==> config.mk <==
export PLATFORM = sky130hd
export DESIGN_NAME = smb_regblk
export DESIGN_NICKNAME = d
export VERILOG_FILES = /design/src/rtl/smb_pkg.sv /design/src/rtl/smb_filter.sv /design/src/rtl/smb_cond.sv /design/src/rtl/smb_regbank.sv /design/src/rtl/smb_regblk.sv
export SDC_FILE = /design/constraint.sdc
export NUM_CORES = 1
export LEC_CHECK = 0
export ABC_AREA = 1
export CORE_UTILIZATION = 35
export CTS_CLUSTER_SIZE = 8
export DETAILED_ROUTE_END_ITERATION = 7
export DONT_BUFFER_PORTS = 1
export GPL_TIMING_DRIVEN = 0
export HOLD_SLACK_MARGIN = 0.08
export PLACE_DENSITY = 0.58
export SYNTH_ARGS = -nofsm -noshare
export SYNTH_HDL_FRONTEND = slang
export SYNTH_HIERARCHICAL = 1
export SYNTH_SLANG_ARGS = --single-unit
==> constraint.sdc <==
create_clock -name clk -period 2.4 [get_ports clk]
set_input_delay 0.6 -clock clk [delete_from_list [all_inputs] [get_ports clk]]
set_output_delay 0.6 -clock clk [all_outputs]
set_load 0.01 [all_outputs]
==> src/rtl/smb_pkg.sv <==
// Shared types for the SMBus register target.
// Assumes: byte-wide registers, 8-bit register index on the bus.
package smb_pkg;

    localparam int BYTE_W = 8;
    localparam int IDX_W  = 8;

    // Sequencer states of the target.
    typedef enum logic [3:0] {
        ST_IDLE,
        ST_ADDR,
        ST_OFFS,
        ST_CNT,
        ST_WDAT,
        ST_ACK,
        ST_TX,
        ST_MACK,
        ST_IGNORE
    } smb_state_e;

    // Bus events derived from filtered SCL/SDA.
    typedef struct packed {
        logic start;
        logic stop;
        logic rise;
        logic fall;
        logic hold_hi;   // SCL high on both samples and SDA unchanged
        logic sda;
    } bus_ev_t;

endpackage

==> src/rtl/smb_filter.sv <==
// Synchroniser plus persistence filter for one bus line.
// Output follows the synchronised input only after it has differed from the
// output for FILT_CYC consecutive cycles. Assumes SYNC_STAGES >= 2.
module smb_filter #(
    parameter int SYNC_STAGES = 2,
    parameter int FILT_CYC    = 3
) (
    input  logic clk,
    input  logic rst_n,
    input  logic din,
    output logic dout
);
    localparam int CNT_W = $clog2(FILT_CYC + 1);

    logic [SYNC_STAGES-1:0] sync_q;
    logic [CNT_W-1:0]       run_q;
    logic                   sync_last;

    assign sync_last = sync_q[SYNC_STAGES-1];

    // Synchroniser chain, idle-high bus level after reset.
    always_ff @(posedge clk) begin
        if (!rst_n) sync_q <= '1;
        else        sync_q <= {sync_q[SYNC_STAGES-2:0], din};
    end

    // Persistence counter: accept a new level only after FILT_CYC samples.
    always_ff @(posedge clk) begin
        if (!rst_n) begin
            run_q <= '0;
            dout  <= 1'b1;
        end else if (sync_last == dout) begin
            run_q <= '0;
        end else if (run_q == CNT_W'(FILT_CYC - 1)) begin
            dout  <= sync_last;
            run_q <= '0;
        end else begin
            run_q <= run_q + 1'b1;
        end
    end

    // output only ever moves to the level the synchroniser presented.
    p_follow_r9: assert property (@(posedge clk) disable iff (!rst_n)
        !$stable(dout) |-> (dout == $past(sync_last)));

    // persistence counter stays within its window.
    p_run_bound_r9: assert property (@(posedge clk) disable iff (!rst_n)
        run_q < CNT_W'(FILT_CYC));

endmodule

==> src/rtl/smb_cond.sv <==
// Bus condition detector: SCL edges, START and STOP from filtered lines.
// Assumes inputs are already synchronised and glitch filtered.
module smb_cond
    import smb_pkg::*;
(
    input  logic    clk,
    input  logic    rst_n,
    input  logic    scl,
    input  logic    sda,
    output bus_ev_t ev
);
    logic scl_q;
    logic sda_q;

    // Previous-sample registers for edge detection.
    always_ff @(posedge clk) begin
        if (!rst_n) begin
            scl_q <= 1'b1;
            sda_q <= 1'b1;
        end else begin
            scl_q <= scl;
            sda_q <= sda;
        end
    end

    // Event decode from current and previous samples.
    always_comb begin
        ev.rise    = scl & ~scl_q;
        ev.fall    = ~scl & scl_q;
        ev.start   = scl & scl_q & sda_q & ~sda;
        ev.stop    = scl & scl_q & ~sda_q & sda;
        ev.hold_hi = scl & scl_q & (sda == sda_q);
        ev.sda     = sda;
    end

endmodule

==> src/rtl/smb_regbank.sv <==
// Register bank: NUM_RW writable byte registers plus one fixed ID register
// at index NUM_RW. Reads above the ID index return all ones.
// Assumes the caller only asserts wr_en for writable indices.
module smb_regbank
    import smb_pkg::*;
#(
    parameter int                       NUM_RW  = 4,
    parameter logic [BYTE_W-1:0]        ID_VAL  = 8'h20,
    parameter logic [NUM_RW*BYTE_W-1:0] RST_VAL = 32'h0000_0F07
) (
    input  logic                       clk,
    input  logic                       rst_n,
    input  logic                       wr_en,
    input  logic [IDX_W-1:0]           wr_idx,
    input  logic [BYTE_W-1:0]          wr_data,
    input  logic [IDX_W-1:0]           rd_idx,
    output logic [BYTE_W-1:0]          rd_data,
    output logic [NUM_RW*BYTE_W-1:0]   cfg_q
);
    logic [BYTE_W-1:0] regs [NUM_RW];

    for (genvar i = 0; i < NUM_RW; i++) begin : g_reg
        // One writable register with its own reset value.
        always_ff @(posedge clk) begin
            if (!rst_n)                                  regs[i] <= RST_VAL[i*BYTE_W +: BYTE_W];
            else if (wr_en && (wr_idx == IDX_W'(i)))     regs[i] <= wr_data;
        end
        assign cfg_q[i*BYTE_W +: BYTE_W] = regs[i];
    end

    // Read mux: writable bank, then ID, then all-ones filler.
    always_comb begin
        if (rd_idx < IDX_W'(NUM_RW))       rd_data = regs[rd_idx[$clog2(NUM_RW)-1:0]];
        else if (rd_idx == IDX_W'(NUM_RW)) rd_data = ID_VAL;
        else                               rd_data = 8'hFF;
    end

    // without a write strobe the bank holds its contents.
    p_hold_r3: assert property (@(posedge clk) disable iff (!rst_n)
        !wr_en |=> $stable(cfg_q));

    // a write strobe never targets the ID slot or beyond.
    p_wr_range_r5: assert property (@(posedge clk) disable iff (!rst_n)
        wr_en |-> (wr_idx < IDX_W'(NUM_RW)));

endmodule

==> src/rtl/smb_regblk.sv <==
// SMBus target for indexed block write / indexed block read of a small
// register bank. Samples SDA on filtered SCL rise, changes its drive after
// filtered SCL fall. Assumes SCL is slower than the filter latency and that
// the host never stretches the clock.
module smb_regblk
    import smb_pkg::*;
#(
    parameter logic [6:0]               DEV_ADDR    = 7'b1101110,
    parameter int                       NUM_RW      = 4,
    parameter logic [BYTE_W-1:0]        ID_VAL      = 8'h20,
    parameter logic [NUM_RW*BYTE_W-1:0] RST_VAL     = 32'h0000_0F07,
    parameter int                       SYNC_STAGES = 2,
    parameter int                       FILT_CYC    = 3
) (
    input  logic                     clk,
    input  logic                     rst_n,
    input  logic                     pwr_down,
    input  logic                     scl_in,
    input  logic                     sda_in,
    output logic                     sda_out_en,
    output logic [NUM_RW*BYTE_W-1:0] cfg_q
);
    localparam int NUM_REGS = NUM_RW + 1;

    logic [1:0]        raw_line;
    logic [1:0]        filt_line;
    bus_ev_t           ev;

    smb_state_e        state;
    smb_state_e        after_ack;
    logic [BYTE_W-1:0] shreg;
    logic [BYTE_W-1:0] txsh;
    logic [3:0]        bit_idx;
    logic [IDX_W-1:0]  ptr;
    logic [BYTE_W-1:0] remain;
    logic              m_ack;
    logic              sda_oe;

    logic              rx_done;
    logic              rx_ack;
    smb_state_e        rx_next;
    logic              wr_en;
    logic [BYTE_W-1:0] rd_data;
    logic [BYTE_W-1:0] rd_cnt;
    logic              in_rx;

    assign raw_line = {sda_in, scl_in};

    // One filter per bus line; index 0 is SCL, index 1 is SDA.
    for (genvar g = 0; g < 2; g++) begin : g_line
        smb_filter #(
            .SYNC_STAGES (SYNC_STAGES),
            .FILT_CYC    (FILT_CYC)
        ) u_filt (
            .clk   (clk),
            .rst_n (rst_n),
            .din   (raw_line[g]),
            .dout  (filt_line[g])
        );
    end

    smb_cond u_cond (
        .clk   (clk),
        .rst_n (rst_n),
        .scl   (filt_line[0]),
        .sda   (filt_line[1]),
        .ev    (ev)
    );

    smb_regbank #(
        .NUM_RW  (NUM_RW),
        .ID_VAL  (ID_VAL),
        .RST_VAL (RST_VAL)
    ) u_bank (
        .clk     (clk),
        .rst_n   (rst_n),
        .wr_en   (wr_en),
        .wr_idx  (ptr),
        .wr_data (shreg),
        .rd_idx  (ptr),
        .rd_data (rd_data),
        .cfg_q   (cfg_q)
    );

    assign in_rx   = (state == ST_ADDR) || (state == ST_OFFS) ||
                     (state == ST_CNT)  || (state == ST_WDAT);
    assign rx_done = in_rx && ev.fall && (bit_idx == 4'd8);
    assign rd_cnt  = (ptr < IDX_W'(NUM_REGS)) ? (BYTE_W'(NUM_REGS) - ptr) : '0;
    assign wr_en   = !pwr_down && (state == ST_WDAT) && rx_done && rx_ack &&
                     (ptr < IDX_W'(NUM_RW));
    assign sda_out_en = sda_oe;

    // Acknowledge decision and follow-on state for a completed received byte.
    always_comb begin
        rx_ack  = 1'b0;
        rx_next = ST_IGNORE;
        unique case (state)
            ST_ADDR: begin
                rx_ack  = (shreg[7:1] == DEV_ADDR);
                rx_next = shreg[0] ? ST_TX : ST_OFFS;
            end
            ST_OFFS: begin
                rx_ack  = 1'b1;
                rx_next = ST_CNT;
            end
            ST_CNT: begin
                rx_ack  = (shreg != '0);
                rx_next = ST_WDAT;
            end
            ST_WDAT: begin
                rx_ack  = (remain != '0) && (ptr < IDX_W'(NUM_REGS));
                rx_next = ST_WDAT;
            end
            default: begin
                rx_ack  = 1'b0;
                rx_next = ST_IGNORE;
            end
        endcase
    end

    // Main sequencer: bit shifting, acknowledge drive and pointer updates.
    always_ff @(posedge clk) begin
        if (!rst_n) begin
            state     <= ST_IDLE;
            after_ack <= ST_IDLE;
            shreg     <= '0;
            txsh      <= '0;
            bit_idx   <= '0;
            ptr       <= '0;
            remain    <= '0;
            m_ack     <= 1'b0;
            sda_oe    <= 1'b0;
        end else if (pwr_down) begin
            state   <= ST_IDLE;
            bit_idx <= '0;
            sda_oe  <= 1'b0;
        end else if (ev.stop) begin
            state   <= ST_IDLE;
            bit_idx <= '0;
            sda_oe  <= 1'b0;
        end else if (ev.start) begin
            state   <= ST_ADDR;
            bit_idx <= '0;
            sda_oe  <= 1'b0;
        end else begin
            unique case (state)
                ST_ADDR, ST_OFFS, ST_CNT, ST_WDAT: begin
                    if (ev.rise && (bit_idx < 4'd8)) begin
                        shreg   <= {shreg[6:0], ev.sda};
                        bit_idx <= bit_idx + 1'b1;
                    end else if (rx_done) begin
                        bit_idx <= '0;
                        if (rx_ack) begin
                            state     <= ST_ACK;
                            after_ack <= rx_next;
                            sda_oe    <= 1'b1;
                            if (state == ST_OFFS) ptr <= shreg;
                            if (state == ST_CNT)  remain <= shreg;
                            if (state == ST_WDAT) begin
                                remain <= remain - 1'b1;
                                ptr    <= (ptr == '1) ? ptr : ptr + 1'b1;
                            end
                        end else begin
                            state  <= ST_IGNORE;
                            sda_oe <= 1'b0;
                        end
                    end
                end
                ST_ACK: begin
                    if (ev.fall) begin
                        state   <= after_ack;
                        bit_idx <= '0;
                        if (after_ack == ST_TX) begin
                            txsh   <= rd_cnt;
                            sda_oe <= ~rd_cnt[7];
                        end else begin
                            sda_oe <= 1'b0;
                        end
                    end
                end
                ST_TX: begin
                    if (ev.fall) begin
                        if (bit_idx == 4'd7) begin
                            state   <= ST_MACK;
                            bit_idx <= '0;
                            sda_oe  <= 1'b0;
                        end else begin
                            txsh    <= {txsh[6:0], 1'b0};
                            sda_oe  <= ~txsh[6];
                            bit_idx <= bit_idx + 1'b1;
                        end
                    end
                end
                ST_MACK: begin
                    if (ev.rise) begin
                        m_ack <= ~ev.sda;
                    end else if (ev.fall) begin
                        if (m_ack) begin
                            state  <= ST_TX;
                            txsh   <= rd_data;
                            sda_oe <= ~rd_data[7];
                            ptr    <= (ptr == '1) ? ptr : ptr + 1'b1;
                        end else begin
                            state  <= ST_IGNORE;
                            sda_oe <= 1'b0;
                        end
                    end
                end
                default: begin
                    sda_oe <= 1'b0;
                end
            endcase
        end
    end

    // drive never moves while SCL is high and SDA is steady.
    p_sda_hold_r10: assert property (@(posedge clk) disable iff (!rst_n || pwr_down)
        ev.hold_hi |=> $stable(sda_oe));

    // a STOP always lands the sequencer in idle.
    p_stop_idle_r10: assert property (@(posedge clk) disable iff (!rst_n)
        (ev.stop && !pwr_down) |=> (state == ST_IDLE));

    // idle or ignoring target never pulls SDA.
    p_quiet_r2: assert property (@(posedge clk) disable iff (!rst_n)
        ((state == ST_IDLE) || (state == ST_IGNORE)) |-> !sda_oe);

    // power-down forces idle and released SDA on the next cycle.
    p_pwrdn_r8: assert property (@(posedge clk) disable iff (!rst_n)
        pwr_down |=> ((state == ST_IDLE) && !sda_oe));

    // a zero byte count drops the transaction.
    p_cnt_zero_r4: assert property (@(posedge clk) disable iff (!rst_n)
        ((state == ST_CNT) && rx_done && (shreg == '0) && !pwr_down) |=> (state == ST_IGNORE));

endmodule

# == Word level (Yosys, flattened, before mapping) ==
# Memories as Yosys holds them, arrays and structs flattened. A register that Yosys moved wholly into a read port is not among the register bits.
# Index checks and enable logic that the tools add are counted.
# Widths: inputs -> output; s select.
# op_classes
eq_ne,40
n_addsub,6
n_reduce_logical,43
bitwise,25
n_mux,73
order_cmp,3
# op_table
cell,n
$mux 8,18
$mux 4,14
$mux 7,7
$ne 3x3->1 const B,9
$eq 4x3->1 const B,6
$mux 1,24
$pmux 4 s3,2
$reduce_and 8->1,3
$ne 2x2->1 const B,11
$reduce_and 11->1,2
$pmux 7 s3,1
$eq 8x2->1 const B,2
$lt 8x3->1 const B,2
$pmux 4 s4,1
$pmux 8 s2,1
$reduce_bool 8->1,2
$not 1->1,14
$logic_and 1x1->1,12
$reduce_and 5->1,2
$reduce_or 3->1,3
$add 8x1->8 const B,1
$eq 4x2->1 const B,2
$eq 8x1->1 const B,1
$eq 8x3->1 const B,1
other kinds (29),49
# totals
memories,1
elab_cells,209
out_inout_bits,33
regBits,57
mem_bits_rw,32
# mem_list
memory,depth,word_bits,rd,rd_ports_with_merged_regs,wr,line_no,rtl
u_bank.regs,4,8,5,1,4,smb_regbank.sv:20,logic [BYTE_W-1:0] regs [NUM_RW];

# == Longest topological paths before layout ==
# Gate-level depths: netlist (run 1).
# depth
word_depth,14
depth_mapped,15
ltp_nobuf,13

# == Modules after synthesis ==
# Netlist (run 1), hierarchy kept.
# by_module_without_submodules
module,cells_each,seq_area_each_um2,n_inst,area_each_um2
smb_regblk,500,900.9,1,3138.0
smb_regbank,209,960.9,1,1732.9
smb_filter,20,100.1,2,181.4
smb_cond,18,40.0,1,110.1

# == Worst setup path before layout (run 1) ==
# OpenSTA, ideal clock, no wires.
# synth_timing
path_type,register to register
startpoint,register ptr[1]
endpoint,memory u_bank.regs[1][0] (enable)
required_ns,2.071
stages_incl_launch_ff,15
setup_ns,0.329
t_arrival_ns,2.240
setup_slack_ns,-0.168
path_cell_list,dfxtp_1 inv_1 ha_1 nor3b_1 nand2_1 nand4_4 nand2_4 buf_6 nand3b_1 nor3_2 inv_1 nor2_1 buf_2 nand2_1 nand2_1
# synth_rtl
element,line_no,rtl
start: declaration,smb_regblk.sv:34,logic [IDX_W-1:0] ptr;
start signal: assignment,smb_regblk.sv:157,if (state == ST_OFFS) ptr <= shreg;
start signal: assignment,smb_regblk.sv:161,ptr <= (ptr == '1) ? ptr : ptr + 1'b1;
start signal: assignment,smb_regblk.sv:202,ptr <= (ptr == '1) ? ptr : ptr + 1'b1;
end: declaration,smb_regbank.sv:20,

==> results of run 1 <==
-- worst max-delay path by stage --
stage / to / depth (start not counted)
finish: u_bank/regs[2][0] / 12
global route: u_bank/regs[0][3] / 12
CTS: u_bank/regs[0][7] / 13
detailed placement: u_bank/regs[1][6] / 14
global placement: u_bank/regs[0][3] / 14
floorplan: u_bank/regs[1][0] / 14
-- registers in the layout, indices dropped and copies added (netlist names) --
name / count
u_bank/regs: 32
ptr: 8
remain: 8
shreg: 8
txsh: 7
after_ack: 4
bit_idx: 4
g_line.u_filt/run_q: 4
g_line.u_filt/sync_q: 4
state: 4
g_line.u_filt/dout: 2
m_ack: 1
sda_out_en: 1
u_cond/scl_q: 1
u_cond/sda_q: 1
-- final cells by class --
| type | instances | area (um^2) | share of cell area [%] |
|---|---|---|---|
| clock inverters | 6 | 72.6 | 1.20 |
| flip-flops and latches | 89 | 2120 | 34.9 |
| clock buffers | 10 | 239 | 3.94 |
| well taps | 184 | 230 | 3.79 |
| repair buffers | 15 | 113 | 1.86 |
| inverters | 127 | 478 | 7.88 |
| multi-input cells | 531 | 2710 | 44.7 |
| plain buffers | 15 | 103 | 1.69 |
-- through the flow --
stage                     total power [uW]  hold WS (ps)  util (%)  area (um^2)
after floorplan                       1950           390         -         5340
after global placement                2050           394      37.9         5570
after detailed placement              2050           400      37.9         5570
after CTS                             3550           306      40.6         5970
after global routing                  3680           302      41.3         6070
final                                 3530           319      41.3         6070
-- layout by cell type, fill, tap and decap left out, types with 2 or more instances in the layout --
master / count
inv_1: 116
buf_6: 3
nor3_2: 2
nand2_1: 177
or2_2: 4
dfxtp_1: 48
nand3b_1: 3
buf_2: 4
dfxtp_2: 7
ha_1: 8
nand2_2: 5
clkbuf_16: 9
nor2_1: 114
nor2_2: 9
a21oi_1: 40
nor2_4: 8
inv_6: 2
dfxtp_4: 2
nor3_1: 6
buf_4: 19
clkinv_2: 2
o211ai_1: 2
edfxtp_1: 32
o21ai_0: 49
nand2_4: 6
nand3_2: 12
nand4_1: 21
inv_2: 10
nand3_4: 5
clkbuf_1: 3
nand3_1: 45
-- where the power goes --
group          switching [uW]  leakage [uW]  internal [uW]
clock                     638      0.000155            851
sequential               41.3      0.000769           1590
combinational             272       0.00174            134
-- timing repair --
action	4_1_cts	5_1_grt
pin swaps	6	6
gates resized for setup	14	17
endpoints found under the setup margin	64	59
buffers inserted	9	6
-- routing by layer --
metal / global-route usage [%] / part of all wire [%]
met5: 0 / 0
met4: 5.74 / 1.4
met3: 3.81 / 5.6
met2: 29.8 / 46
met1: 25.4 / 47
-- worst max-delay path, delay by kind of cell (launching register included) --
kind,cells,cell delay [ps]
adders and majority gates,1,180
DFF,1,360
buffers and inverters,2,210
and+or+nand+nor,9,1220
==> impl_metrics.tcl, run 1 <==
set metrics [dict create \
    cts_tree "yes" \
    dp_cells 947 \
    path_max_fanout 8 \
    drc 2 \
    vdd_drop_max_v 0.000376 \
    rrSetupSlack_ps 110 \
    synth_area_um2 5330 \
    clock.fmax_ghz 0.438 \
    crit_start "ptr[1]" \
    final.period_utilization_pct 95.2 \
    chipHeight_um 125 \
    fillers 1537 \
    drive_gt1_share_pct 15.1 \
    p_per_area_nw_per_um2 581 \
    wire_per_inst_um 14.3 \
    wl_um 14000 \
    cp_slowest_cell "dfxtp_4" \
    min-delay-start "rst_n" \
    antennaDiodeCount 0 \
    syn_nets 777 \
    start_kind "flip-flop" \
    hp-class "in -> reg" \
    slowest_delay_ps 360 \
    stdcell_count 977 \
    critPathKind "reg -> reg" \
    grt_pass1_vias 4520 \
    status "finished, violations left" \
    dieArea_um2 15700 \
    cts_buffers 9 \
    ys_warn_count 6 \
    cp-end-kind "flip-flop" \
    holdPathEnd "u_cond/sda_q" \
    setup_violations 0 \
    place_ws_ps -549 \
    skew_ps 7.62 \
    reg2reg_depth 12 \
    fin_tns_setup_ps 0 \
    vias 4857 \
    avgSynthCellArea_um2 6.98 \
    p_leak_uw 0.00266 \
    cts_root_buf "clkbuf_16" \
    slew_headroom_pct 59.8 \
    cts.sinks 89 \
    crit_top_cell "nand2_1" \
    critical_path_required_ps 2440 \
    grt_antenna_before_repair 0 \
    crit_path_cell_trace "inv_2 > ha_1 > nor3b_1 > nand2_1 > nand4_4 > nand2_4 > nand3b_1 > nor3_2 > nand2_1 > inv_1 > nand2_1 > nand2_2" \
    violations "design-rule violations" \
    rr_endpoint "u_bank/regs[2][0]" \
    io_buffers 0 \
    grt_pass1_wl_um 23100 \
    drt-initial-drc-count 420 \
    drv_slew 0 \
    die_w_um 125 \
    row_count 44 \
    htreeDepth 3 \
    clk_path_buf_depth 2 \
    dp_hpwl_um 10300 \
    grt_usage_pct 18.7 \
    clkTransAtPathRegs_ps 70 \
    io_pins 38 \
    tightest_slew_ps 601 \
    r2r-start "ptr[1]" \
    insertion_delay_ps 350 \
    period_needed_ps 2290 \
    setup_slack_ps 115 \
    grt.overflow.total 0 \
    hold_viol 0 \
    core_um2 14700 \
    hold_depth 1 \
    routabilityCongestion 0.865 \
    grt_max_degree 17 \
    dr.pass1.iters 7 \
    drtAntennaViolNets 0 \
    final_nets 802 \
    crit_arrival_ps 2330 \
    area_growth_pct 13.9 \
    synthCells 763 \
    holdBufCountCts 0 \
    initial_core_util_pct 36.2 \
    max_cap_violations 0 \
    detail_route.vias_per_cell 4.97 \
]
No activity file was read; power rests on OpenSTA's default activity.
==> inputs of run 2 (changes only) <==
BUFFER_PORTS_ARGS = -buffer_cell sky130_fd_sc_hd__buf_2   (was default)
DONT_BUFFER_PORTS = default   (was 1)
PLACE_DENSITY = 0.6   (was 0.58)
==> impl_metrics.tcl, run 2 (same netlist as run 1, synthesis figures left out) <==
set metrics [dict create \
    status "finished clean" \
    grt.overflow.total 0 \
    die_w_um 125 \
    total_power_uw 3450 \
    dieArea_um2 15700 \
    grt_usage_pct 18.6 \
    drive_gt1_share_pct 19.3 \
    wire_per_inst_um 13.7 \
    dp_hpwl_um 10300 \
    path_max_fanout 7 \
    core_um2 14700 \
    routabilityCongestion 0.855 \
    drc 0 \
    chipHeight_um 125 \
    vias 4965 \
    cts_tree "yes" \
    critical_path_required_ps 2470 \
    initial_core_util_pct 36.2 \
    grt_antenna_before_repair 0 \
    slew_headroom_pct 60.8 \
    cp-end-kind "flip-flop" \
    pwr-share-comb_pct 12.8 \
    seqPwrFrac_pct 46.9 \
    hp-class "reg -> reg" \
    path_buf_inv 5 \
    max_cap_violations 0 \
    final_nets 837 \
    p_switching_uw 993 \
    p_leak_uw 0.00281 \
    antennaDiodeCount 0 \
    cts_root_buf "clkbuf_16" \
    critPathKind "reg -> reg" \
    setup_slack_ps 108 \
    swShare_pct 28.8 \
    io_pins 38 \
    clk_path_buf_depth 2 \
    clock.fmax_ghz 0.436 \
    vdd_drop_max_v 0.000490 \
    row_count 44 \
    start_kind "flip-flop" \
    area_growth_pct 17.5 \
    largest_register_ffs 32 \
    dr.pass1.iters 7 \
    crit_family "simple AND/OR/NAND/NOR gates" \
    cp_slowest_cell "dfxtp_2" \
    drtAntennaViolNets 0 \
    cts.sinks 89 \
    fin_tns_setup_ps 0 \
    detail_route.vias_per_cell 4.91 \
    crit_arrival_ps 2370 \
    clkPwrFrac_pct 40.2 \
    period_needed_ps 2290 \
    slowest_delay_ps 370 \
    drt-initial-drc-count 359 \
    final_cell_mix "175 x nand2_1, 115 x inv_1, 114 x nor2_1, 49 x o21ai_0, 48 x dfxtp_1" \
    tightest_slew_ps 586 \
    crit_path_cell_trace "inv_2 > nor2_4 > nand3_4 > inv_2 > nand4_4 > nand2_4 > nand3b_1 > nor3_2 > inv_1 > nor2_2 > buf_6 > buf_6 > nand4_1" \
    drv_slew 0 \
    final.period_utilization_pct 95.5 \
    clkTransAtPathRegs_ps 70 \
    whs_ps 409 \
    grt_pass1_vias 4572 \
    p_per_area_nw_per_um2 552 \
    skew_ps 10.0 \
    intPower_uw 2460 \
    cts_buffers 9 \
    hold_viol 0 \
    grt_pass1_wl_um 23000 \
    wl_um 13900 \
    regMostFlops "u_bank/regs" \
    insertion_delay_ps 350 \
    place_ws_ps -546 \
    grt_max_degree 18 \
    setup_violations 0 \
    io_buffers 37 \
    htreeDepth 3 \
    layout_commonest_cell "nand2_1" \
]
-- run 2: cell count changes in the layout (fill, tap and decap cells not counted), sizes merged --
cell and delta:
buf +36, clkbuf -2, clkinvlp +2, bufinv -1
clkinv -1, inv +1
-- run 2: final timing paths --
path                                                 from                        end  slack (ps)  cells past startpoint
worst max-delay path                             state[2]          u_bank/regs[1][3]         110                     13
worst min-delay path            g_line[1].u_filt/run_q[0]  g_line[1].u_filt/run_q[0]         410                      1
worst max register to register                   state[2]          u_bank/regs[1][3]         110                     13
worst min register to register  g_line[1].u_filt/run_q[0]  g_line[1].u_filt/run_q[0]         410                      1
-- run 2: area by class of cell --
cell class | instances | area (um^2)
clock inverter | 7 | 60.1
tap | 184 | 230
buffer | 15 | 100
fill | 1534 | 8440
clock buffer | 9 | 225
timing repair buffer | 50 | 290
multi-input combinational | 531 | 2750
sequential | 89 | 2120
inverter | 127 | 480
-- run 2: through the flow --
step	std cells	cell area [um^2]	utilization, %
3_5_place_dp	984	5750	39.1
3_3_place_gp	984	5750	39.1
4_1_cts	1005	6110	41.6
6_report	1012	6260	42.6
5_1_grt	1012	6260	42.6
2_1_floorplan	763	5340	-
-- run 2: repair_timing --
action	CTS	global route
resized for setup	13	30
hold buffers	0	0
buffers inserted	6	7
pin swaps	5	8
setup endpoints to repair	64	62
-- run 2: worst register-to-register path, delay by kind of cell (launching register included) --
family,cells,cell delay [ps]
flops,1,370
simple gates,8,1110
buf+inv,5,550
-- run 2: routing by layer --
| layer | vias up | GRT usage, % | routed length [um] |
|---|---|---|---|
| li1 | 2567 | - | - |
| met1 | 2286 | 25.0 | 6710 |
| met2 | 101 | 29.5 | 6380 |
| met3 | 11 | 4.58 | 642 |
| met4 | 0 | 5.31 | 168 |
| met5 | - | 0 | 0 |
-- run 2: power by group through the flow --
stage	Combinational, uW	Clock [uW]	Sequential (uW)
final	443	1390	1620
after global routing	499	1480	1620
after CTS	422	1430	1620
after detailed placement	412	0	1660
after global placement	411	0	1650
after floorplan	299	0	1660
==> inputs of run 3 (changes only) <==
PLACE_DENSITY = 0.58   (was 0.6)
clock period = 2.5 ns   (was 2.4 ns; I/O delays follow)
==> impl_metrics.tcl, run 3 (same netlist as run 1, synthesis figures left out) <==
set metrics [dict create \
    status "finished, violations left" \
    violations "design-rule violations" \
    antennaDiodeCount 0 \
    setup_violations 0 \
    final_cell_mix "178 x nand2_1, 117 x inv_1, 116 x nor2_1, 52 x dfxtp_1, 49 x o21ai_0" \
    chipHeight_um 125 \
    post-route-util_pct 42.2 \
    drt-initial-drc-count 375 \
    grt_use_met1_pct 25.3 \
    io_pins 38 \
    grt_pass1_wl_um 22700 \
    detail_route.vias_per_cell 4.83 \
    tightest_slew_ps 620 \
    clkPwrFrac_pct 41.6 \
    hp-class "reg -> reg" \
    grt.overflow.total 0 \
    insertion_delay_ps 350 \
    max_cap_violations 0 \
    dieArea_um2 15700 \
    row_count 44 \
    drtAntennaViolNets 0 \
    skew_ps 7.25 \
    busiest_layer "met2" \
    seqPwrFrac_pct 46.1 \
    core_um2 14700 \
    pwr-share-comb_pct 12.4 \
    routabilityCongestion 0.863 \
    cts_buffers 9 \
    p_leak_uw 0.00278 \
    intPower_uw 2450 \
    dp_hpwl_um 10300 \
    swShare_pct 27.3 \
    grt_usage_pct 18.4 \
    crit_arrival_ps 2450 \
    p_switching_uw 921 \
    die_w_um 125 \
    htreeDepth 3 \
    holdBufCountCts 0 \
    slew_headroom_pct 58.5 \
    drive_gt1_share_pct 17.4 \
    clk_path_buf_depth 2 \
    grt_pass1_vias 4468 \
    initial_core_util_pct 36.2 \
    vias 4874 \
    clkTransAtPathRegs_ps 70 \
    wl_um 13900 \
    final.period_utilization_pct 95.6 \
    largest_register_ffs 32 \
    p_per_area_nw_per_um2 544 \
    fillers 1523 \
    grt_antenna_before_repair 0 \
    cp_slowest_cell "dfxtp_4" \
    clock.fmax_ghz 0.418 \
    dr.pass1.iters 7 \
    rrSetupSlack_ps 110 \
    grt_max_degree 17 \
    drc 1 \
    setup_slack_ps 110 \
    met2_usage_pct 29.1 \
    place_area_um2 5750 \
    place_ws_ps -624 \
    critical_path_required_ps 2560 \
    use_met3_pct 3.89 \
    slowest_delay_ps 350 \
    layout_commonest_cell "nand2_1" \
    cts.sinks 89 \
    regMostFlops "u_bank/regs" \
    critPathKind "reg -> reg" \
    final_area_um2 6210 \
    start_kind "flip-flop" \
    cts_tree "yes" \
    rsz0062_at_grt "false" \
    cp-end-kind "flip-flop" \
    io_buffers 37 \
    area_growth_pct 16.5 \
    wire_per_inst_um 13.7 \
    hold_viol 0 \
    period_needed_ps 2390 \
    total_power_uw 3380 \
    vdd_drop_max_v 0.000398 \
    path_max_fanout 8 \
    drv_slew 0 \
    cts_root_buf "clkbuf_16" \
    final_nets 835 \
    crit_path_cell_trace "inv_1 > ha_1 > nor3b_1 > nand2_1 > nand4_4 > nand2_8 > nand3b_1 > nor3_2 > inv_1 > nor2_4 > buf_6 > nand2_1 > nand2_4" \
]
## run 3: power groups by stage
stage                     combinational, uW  clock (uW)  sequential (uW)
final                                   418        1400             1550
after global routing                    468        1500             1560
after CTS                               412        1440             1550
after detailed placement                397           0             1590
after global placement                  397           0             1590
after floorplan                         287           0             1590
## run 3: area by class of cell
type	instances	area [um^2]	area share (%)
Buffer	15	100	1.61
Clock inverter	6	76.3	1.23
Inverter	127	478	7.70
Timing Repair Buffer	48	268	4.31
Clock buffer	10	229	3.69
Tap cell	184	230	3.71
Multi-Input combinational cell	531	2720	43.7
Sequential cell	89	2110	34.0
## run 3: path summary, 6_finish.rpt
path,start,end,cells past startpoint
hold reg to reg,g_line[0].u_filt/run_q[0],g_line[0].u_filt/run_q[0],1
hold / removal,g_line[0].u_filt/run_q[0],g_line[0].u_filt/run_q[0],1
setup reg to reg,ptr[1],u_bank/regs[0][3],13
setup / recovery,ptr[1],u_bank/regs[0][3],13
## run 3: metrics by stage
step	std cells	setup TNS (ps)	hold WS, ps
global route	1010	0	420
global placement	984	-28020	394
detailed placement	984	-28630	399
floorplan	763	0	390
finish	1010	0	408
CTS	1007	0	409
## run 3: worst max-delay path: cells and delay by family (launching register included)
kind / cells / cell delay, ps
buffers and inverters: 3 / 320
AND/OR/NAND/NOR: 9 / 1240
flip-flops: 1 / 350
adder cells (fa/ha/maj): 1 / 190
## run 3: routing by layer
layer / up-vias / share of wire, %
li1: 2550 / -
met1: 2223 / 50
met2: 86 / 45
met3: 15 / 3.2
met4: 0 / 1.5
met5: - / 0
## run 3: timing repair
item                       4_1_cts  5_1_grt
gates resized for setup         17        7
setup buffers                    8        3
setup endpoints to repair       64       51
pin swaps                        6        4
